$ cat config.mk
export PLATFORM = sky130hd
export DESIGN_NAME = tapm_seq
export DESIGN_NICKNAME = d
export VERILOG_FILES = /design/src/rtl/tapm_pkg.sv /design/src/rtl/tapm_walk.sv /design/src/rtl/tapm_route.sv /design/src/rtl/tapm_seq.sv
export SDC_FILE = /design/constraint.sdc
export NUM_CORES = 1
export LEC_CHECK = 0
export CORE_MARGIN = 3
export CORE_UTILIZATION = 59
export DETAILED_ROUTE_END_ITERATION = 16
export PLACE_DENSITY = 0.85
export SLEW_MARGIN = 20
export SYNTH_ARGS = -nofsm -noshare
export SYNTH_HDL_FRONTEND = slang
export SYNTH_SLANG_ARGS = --single-unit
$ cat constraint.sdc
create_clock -name clk -period 6.97 [get_ports clk]
set_input_delay 2.091 -clock clk [delete_from_list [all_inputs] [get_ports clk]]
set_output_delay 2.091 -clock clk [all_outputs]
set_load 0.1 [all_outputs]
$ cat src/rtl/tapm_pkg.sv
package tapm_pkg;

    typedef enum logic [3:0] {
        TS_TLR    = 4'd0,  TS_RTI    = 4'd1,  TS_SELDR = 4'd2,  TS_CAPDR = 4'd3,
        TS_SHDR   = 4'd4,  TS_EX1DR  = 4'd5,  TS_PSDR  = 4'd6,  TS_EX2DR = 4'd7,
        TS_UPDDR  = 4'd8,  TS_SELIR  = 4'd9,  TS_CAPIR = 4'd10, TS_SHIR  = 4'd11,
        TS_EX1IR  = 4'd12, TS_PSIR   = 4'd13, TS_EX2IR = 4'd14, TS_UPDIR = 4'd15
    } tap_st_e;

    typedef enum logic [1:0] {OP_MOVE = 2'd0, OP_IDLE = 2'd1, OP_SIR = 2'd2, OP_SDR = 2'd3} op_e;
    typedef enum logic [1:0] {MD_BOTH = 2'd0, MD_IN = 2'd1, MD_OUT = 2'd2, MD_RECIRC = 2'd3} mode_e;
    typedef enum logic [1:0] {SG_PRE = 2'd0, SG_WORK = 2'd1, SG_POST = 2'd2} stage_e;

    // Stable end-state code to controller state.
    function automatic tap_st_e end_code_to_st(input logic [2:0] code);
        case (code)
            3'd1:    return TS_RTI;
            3'd2:    return TS_SHDR;
            3'd3:    return TS_PSDR;
            3'd4:    return TS_SHIR;
            3'd5:    return TS_PSIR;
            default: return TS_TLR;
        endcase
    endfunction

endpackage

$ cat src/rtl/tapm_walk.sv
// Next controller state for one TCK rising edge.
module tapm_walk
    import tapm_pkg::*;
(
    input  tap_st_e cur,
    input  logic    tms,
    output tap_st_e nxt
);
    always_comb begin
        case (cur)
            TS_TLR:   nxt = tms ? TS_TLR   : TS_RTI;
            TS_RTI:   nxt = tms ? TS_SELDR : TS_RTI;
            TS_SELDR: nxt = tms ? TS_SELIR : TS_CAPDR;
            TS_CAPDR: nxt = tms ? TS_EX1DR : TS_SHDR;
            TS_SHDR:  nxt = tms ? TS_EX1DR : TS_SHDR;
            TS_EX1DR: nxt = tms ? TS_UPDDR : TS_PSDR;
            TS_PSDR:  nxt = tms ? TS_EX2DR : TS_PSDR;
            TS_EX2DR: nxt = tms ? TS_UPDDR : TS_SHDR;
            TS_UPDDR: nxt = tms ? TS_SELDR : TS_RTI;
            TS_SELIR: nxt = tms ? TS_TLR   : TS_CAPIR;
            TS_CAPIR: nxt = tms ? TS_EX1IR : TS_SHIR;
            TS_SHIR:  nxt = tms ? TS_EX1IR : TS_SHIR;
            TS_EX1IR: nxt = tms ? TS_UPDIR : TS_PSIR;
            TS_PSIR:  nxt = tms ? TS_EX2IR : TS_PSIR;
            TS_EX2IR: nxt = tms ? TS_UPDIR : TS_SHIR;
            default:  nxt = tms ? TS_SELDR : TS_RTI;
        endcase
    end
endmodule

$ cat src/rtl/tapm_route.sv
// One TMS step toward a stable, non-reset destination; never passes through reset.
module tapm_route
    import tapm_pkg::*;
(
    input  tap_st_e cur,
    input  tap_st_e dst,
    output logic    tms
);
    logic dst_dr, dst_ir;

    always_comb begin
        dst_dr = (dst == TS_SHDR) || (dst == TS_PSDR);
        dst_ir = (dst == TS_SHIR) || (dst == TS_PSIR);
        case (cur)
            TS_TLR:   tms = 1'b0;
            TS_SELDR: tms = dst_ir;
            TS_CAPDR: tms = (dst != TS_SHDR);
            TS_EX1DR: tms = !dst_dr;
            TS_EX2DR: tms = (dst != TS_SHDR);
            TS_UPDDR: tms = (dst != TS_RTI);
            TS_SELIR: tms = 1'b0;
            TS_CAPIR: tms = (dst != TS_SHIR);
            TS_EX1IR: tms = !dst_ir;
            TS_EX2IR: tms = (dst != TS_SHIR);
            TS_UPDIR: tms = (dst != TS_RTI);
            default:  tms = 1'b1;   // RTI and the shift/pause states leave via TMS=1
        endcase
    end
endmodule

$ cat src/rtl/tapm_seq.sv
module tapm_seq
    import tapm_pkg::*;
#(
    parameter int CNT_W    = 32,
    parameter int TLR_ONES = 5
) (
    input  logic             clk,
    input  logic             rst_n,
    input  logic             cmd_we,
    input  logic [1:0]       cmd_op,
    input  logic [2:0]       cmd_end,
    input  logic [1:0]       cmd_mode,
    input  logic [1:0]       cmd_lsel,
    input  logic [CNT_W-1:0] cmd_count,
    input  logic             tx_bit,
    output logic             tx_take,
    output logic             rx_valid,
    output logic             rx_bit,
    output logic             busy,
    output logic             done,
    output logic             err,
    output logic [3:0]       tap_state,
    output logic             tap_tck,
    output logic             tap_tms,
    output logic             tap_do,
    input  logic             tap_di
);
    localparam int RW = $clog2(TLR_ONES + 1);
    localparam logic [RW-1:0] RST_LAST = RW'(TLR_ONES);

    typedef struct packed {
        logic             busy;
        logic             tck;
        logic             armed;   // TMS/TDO set up, rising edge pending
        logic             tms;
        logic             tdo;
        logic             shift;   // pending rising edge shifts a bit
        stage_e           stage;
        op_e              op;
        mode_e            mode;
        logic [1:0]       lsel;
        tap_st_e          st;
        tap_st_e          dst;
        logic [CNT_W-1:0] cnt;
        logic [RW-1:0]    rcnt;
        logic             lastdi;
        logic             done;
        logic             err;
        logic             take;
        logic             rxv;
        logic             rxb;
    } regs_t;

    regs_t   q, d;
    tap_st_e nxt_st, work_st;
    logic    tms_work, tms_end, in_work, is_scan;

    tapm_walk  u_walk (.cur(q.st), .tms(q.tms), .nxt(nxt_st));
    tapm_route u_rwork(.cur(q.st), .dst(work_st), .tms(tms_work));
    tapm_route u_rend (.cur(q.st), .dst(q.dst),   .tms(tms_end));

    always_comb begin
        d       = q;
        d.done  = 1'b0;
        d.take  = 1'b0;
        d.rxv   = 1'b0;
        is_scan = (q.op == OP_SIR) || (q.op == OP_SDR);
        work_st = (q.op == OP_SIR) ? TS_SHIR : ((q.op == OP_SDR) ? TS_SHDR : TS_RTI);
        in_work = (q.stage == SG_WORK) || (q.stage == SG_PRE && q.st == work_st);

        if (q.busy) begin
            if (!q.tck && q.armed) begin
                // TCK rising: target advances, returned bit sampled
                d.tck   = 1'b1;
                d.armed = 1'b0;
                d.st    = nxt_st;
                if (q.shift) begin
                    d.lastdi = tap_di;
                    if (q.mode != MD_OUT) begin
                        d.rxv = 1'b1;
                        case (q.lsel)
                            2'd1:    d.rxb = q.tdo;
                            2'd2:    d.rxb = q.tms;
                            default: d.rxb = tap_di;
                        endcase
                    end
                end
            end else begin
                // TCK falling (or first set-up): choose the next TMS/TDO
                d.tck   = 1'b0;
                d.shift = 1'b0;
                if (q.stage == SG_PRE && !in_work) begin
                    d.tms   = tms_work;
                    d.armed = 1'b1;
                end else if (in_work && q.cnt != '0) begin
                    d.stage = SG_WORK;
                    d.cnt   = q.cnt - 1'b1;
                    d.armed = 1'b1;
                    if (is_scan) begin
                        d.tms   = (q.cnt == CNT_W'(1));
                        d.shift = 1'b1;
                        case (q.mode)
                            MD_IN:     d.tdo = 1'b1;
                            MD_RECIRC: d.tdo = q.lastdi;
                            default: begin
                                d.tdo  = tx_bit;
                                d.take = 1'b1;
                            end
                        endcase
                    end else begin
                        d.tms = 1'b0;
                    end
                end else begin
                    d.stage = SG_POST;
                    if (q.dst == TS_TLR) begin
                        if (q.rcnt == RST_LAST || (q.rcnt == '0 && q.st == TS_TLR)) begin
                            d.busy = 1'b0;
                            d.done = 1'b1;
                        end else begin
                            d.tms   = 1'b1;
                            d.rcnt  = q.rcnt + 1'b1;
                            d.armed = 1'b1;
                        end
                    end else if (q.st == q.dst) begin
                        d.busy = 1'b0;
                        d.done = 1'b1;
                    end else begin
                        d.tms   = tms_end;
                        d.armed = 1'b1;
                    end
                end
            end
        end

        if (cmd_we) begin
            if (q.busy || cmd_end > 3'd5) begin
                d.err = 1'b1;
            end else begin
                d.busy   = 1'b1;
                d.tck    = 1'b0;
                d.armed  = 1'b0;
                d.shift  = 1'b0;
                d.op     = op_e'(cmd_op);
                d.mode   = mode_e'(cmd_mode);
                d.lsel   = cmd_lsel;
                d.dst    = end_code_to_st(cmd_end);
                d.cnt    = cmd_count;
                d.rcnt   = '0;
                d.lastdi = 1'b0;
                d.err    = 1'b0;
                d.stage  = (op_e'(cmd_op) == OP_MOVE || cmd_count == '0) ? SG_POST : SG_PRE;
            end
        end
    end

    always_ff @(posedge clk or negedge rst_n) begin
        if (!rst_n) begin
            q       <= '0;
            q.st    <= TS_TLR;
            q.dst   <= TS_TLR;
            q.stage <= SG_POST;
            q.op    <= OP_MOVE;
            q.mode  <= MD_BOTH;
            q.tms   <= 1'b1;
            q.tdo   <= 1'b1;
        end else begin
            q <= d;
        end
    end

    assign tx_take   = q.take;
    assign rx_valid  = q.rxv;
    assign rx_bit    = q.rxb;
    assign busy      = q.busy;
    assign done      = q.done;
    assign err       = q.err;
    assign tap_state = q.st;
    assign tap_tck   = q.tck;
    assign tap_tms   = q.tms;
    assign tap_do    = q.tdo;

endmodule

==> impl_metrics.env <==
export IMPL_num_fill_cells=497
export IMPL_outcome="finished, final reports clean"
export IMPL_die_w_um=88.1
export IMPL_relSlewSlack_pct=35.0
export IMPL_cts_tree="built"
export IMPL_worstSetupPathType="reg -> out"
export IMPL_seqPwrFrac_pct=36.6
export IMPL_final_net_count=565
export IMPL_coreArea_um2=6460
export IMPL_period_needed_ps=4450
export IMPL_ys_seq_elements=63
export IMPL_endpoint_kind="output port"
export IMPL_yosys_area_share_simple_pct=26.5
export IMPL_ir_drop_uv=241
export IMPL_yosysTopAreaCell="dfrtp_1"
export IMPL_synthMuxAreaShare_pct=0.817
export IMPL_p_per_area_nw_per_um2=443
export IMPL_fin_worst_skew_ps=6.04
export IMPL_grt_start_max_net_pins=64
export IMPL_globalRouteOverflowTotal=0
export IMPL_drive_gt1_share_pct=7.16
export IMPL_cpPeakStageDelay_ps=1250
export IMPL_gp_congestion=0.886
export IMPL_synth_compound_area_share_pct=21.3
export IMPL_synth_async_reset_ratio_pct=100
export IMPL_path_buf_inv=1
export IMPL_ys_types=60
export IMPL_finalHoldViolCount=0
export IMPL_worst_pin_slew_ps=971
export IMPL_internal_power_mw=1.11
export IMPL_yosysSeqAreaShare_pct=39.7
export IMPL_clkSlewWorstSetupHoldPaths_ps=70
export IMPL_die_area_um2=7770
export IMPL_cp_max_fo=23
export IMPL_synth_top_family_by_area="simple AND/OR/NAND/NOR gates"
export IMPL_cp_required_ps=4880
export IMPL_drv_cap=0
export IMPL_drt_pass1_iterations=5
export IMPL_clk_path_buf_depth=2
export IMPL_synthFlopType="dfrtp_1"
export IMPL_cp_arrival_ps=2360
export IMPL_synth_edf_count=0
export IMPL_rsz0062_at_grt="no"
export IMPL_crit_family="buffers and inverters"
export IMPL_start_kind="flip-flop"
export IMPL_drtIter0Drc=334
export IMPL_cts_sinks=63
export IMPL_cts_resized=0
export IMPL_hold_path_class="reg -> reg"
export IMPL_antenna_found_initial=0
export IMPL_die_h_um=88.1
export IMPL_yosys_area_top_type_share_pct=37.7
export IMPL_synth_area_per_cell_um2=8.42
export IMPL_area_delta_synth_final_pct=19.4
export IMPL_root_buffer="clkbuf_8"
export IMPL_route_antenna_remaining_nets=0
export IMPL_port_buffers=58
export IMPL_clock_latency_ps=340
export IMPL_via_per_inst=6.46
export IMPL_hold_ws_ps=484
export IMPL_cts_buffers=9
export IMPL_p_sw_uw=993
export IMPL_cp_slowest_cell="clkdlybuf4s50_1"
export IMPL_antennaDiodeCount=0
export IMPL_hold_buffers=0
export IMPL_crit_path_cell_trace="clkdlybuf4s50_1"
export IMPL_setup_tns_ps=0
export IMPL_htree_num_levels=3
export IMPL_io_pin_count=59
export IMPL_rows=29
export IMPL_synth_xor_area_share_pct=3.96
export IMPL_vias=3836
export IMPL_postCtsSetupRepairBufs=0
export IMPL_grt_pass1_vias=3663
export IMPL_setup_viol=0
export IMPL_max_freq_mhz=225
export IMPL_grt_pass1_wl_um=16900
export IMPL_ys_warn_count=0
export IMPL_power_frac_clock_pct=17.1
export IMPL_drt_total_wl_um=10100
export IMPL_synth_fa_ha_area_share_pct=2.20
export IMPL_switching_share_pct=47.2
export IMPL_initial_core_util_pct=61.6
export IMPL_timing_final_crit_share_pct=63.8
export IMPL_netlist_instances=473
export IMPL_combPwrFrac_pct=46.3
export IMPL_syn_area_um2=3980
export IMPL_gr_usage_all_layers_pct=27.6
export IMPL_drt_wirelength_per_cell_um=17.0
export IMPL_synth_nets=526
export IMPL_synth_area_leaders="dfrtp_1 38%, o21ai_0 5.4%, nand2_1 5.3%"
export IMPL_hpwl_um=6950
export IMPL_post_route_drc_count=0
export IMPL_finalMaxSlewViolations=0
export IMPL_p_leak_nw=1.82
path summary, 6_finish.rpt:
check / start / end / slack, ps / cells past startpoint
worst max-delay path: tap_state[1] / tap_state[1] / 2520 / 1
worst min-delay path: q[51] / tx_take / 480 / 1
worst max register to register: tap_state[3] / q[29] / 3750 / 6
worst min register to register: q[51] / tx_take / 480 / 1
max in group asynchronous: rst_n / q[17] / 4520 / 2
min in group asynchronous: rst_n / q[41] / 1920 / 2
kinds of logic (layout without fill, tap and decap cells):
kind of cell / count (synthesis) / count (layout)
AO/OA/AOI/OAI: 130 / 130
XOR/XNOR: 18 / 18
adder cells (fa/ha/maj): 7 / 7
buffers and inverters: 50 / 94
flip-flops: 63 / 63
multiplexers: 3 / 3
AND/OR/NAND/NOR: 202 / 202
cell type report:
type / count / area, um2 / share of cell area (%)
multi-input combinational: 360 / 2190 / 46.1
sequential: 63 / 1580 / 33.2
timing repair buffer: 61 / 598 / 12.6
clock buffer: 13 / 159 / 3.34
tap: 77 / 96.3 / 2.03
clock inverter: 3 / 65.1 / 1.37
inverter: 17 / 63.8 / 1.34
cell usage after synthesis (2+ instances only):
cell type   n
a32oi_1     2
or4_1       8
inv_1      17
nand4b_1    3
dfrtp_1    60
a31oi_1    13
a41oi_1     2
and3_1      8
o22ai_1     2
buf_6       2
mux2_2      2
o311ai_0    7
nand2b_1    3
a211oi_1    3
a22oi_1     4
and2_1      5
ha_1        7
nor2b_1     2
nor3_1     12
clkbuf_2    2
buf_1       3
o211ai_1    9
a311oi_1    2
a21o_1      2
nand2_1    56
clkbuf_1   22
nand3_1    22
or4_4       2
dfstp_2     3
o21ai_0    43
nor4_1     11
xor2_1     13
a21oi_1    23
xnor2_1     5
nor2_1     39
o31ai_1     8
a311o_1     2
or3_1       8
o221ai_1    2
or2_2       3
buf_4       4
nand4_1     9
metrics by stage:
stage | utilization, % | area, um2 | cells | total power [mW] | worst slack [ps]
6_report | 73.6 | 4750 | 594 | 2.10 | 2520
5_1_grt | 73.6 | 4750 | 594 | 2.26 | 2430
4_1_cts | 73.6 | 4750 | 594 | 2.09 | 2550
3_5_place_dp | 70.1 | 4530 | 578 | 1.73 | 2910
3_3_place_gp | 70.1 | 4530 | 578 | 1.68 | 2940
2_1_floorplan | - | 3980 | 473 | 1.48 | 3860
layout by cell type (no fill, tap or decap), drive strengths merged, types with 4 or more instances in the layout:
| cell | n |
|---|---|
| dfrtp | 60 |
| clkdlybuf4s50 | 57 |
| nand2 | 56 |
| o21ai | 44 |
| nor2 | 39 |
| a21oi | 24 |
| nand3 | 23 |
| inv | 17 |
| a31oi | 13 |
| xor2 | 13 |
| nor3 | 13 |
| clkbuf | 13 |
| nor4 | 11 |
| nand4 | 10 |
| or4 | 10 |
| o211ai | 9 |
| or3 | 9 |
| and3 | 8 |
| o31ai | 8 |
| o311ai | 7 |
| ha | 7 |
| and2 | 5 |
| xnor2 | 5 |
| a22oi | 4 |
| buf | 4 |
state kept, by name, indices dropped and copies added (netlist names):
signal	flops
q	50
tap_state	4
busy	1
done	1
err	1
rx_bit	1
rx_valid	1
tap_do	1
tap_tck	1
tap_tms	1
tx_take	1
power groups by stage:
stage                     clock network, mW  registers (mW)  logic, mW
after global placement                    0           0.753      0.927
after detailed placement                  0           0.766      0.959
after CTS                             0.361           0.762      0.970
final                                 0.361           0.770      0.974
after floorplan                           0           0.781      0.704
after global routing                  0.383           0.800       1.07
layer usage:
layer / track usage (%) / vias up / part of all wire (%)
met3: 4.89 / 16 / 6.7
met5: 0 / - / 0
met1: 37.0 / 1829 / 42
met2: 46.0 / 168 / 50
met4: 7.97 / 0 / 1.6
li1: - / 1823 / -
No activity file was read; power rests on OpenSTA's default activity.
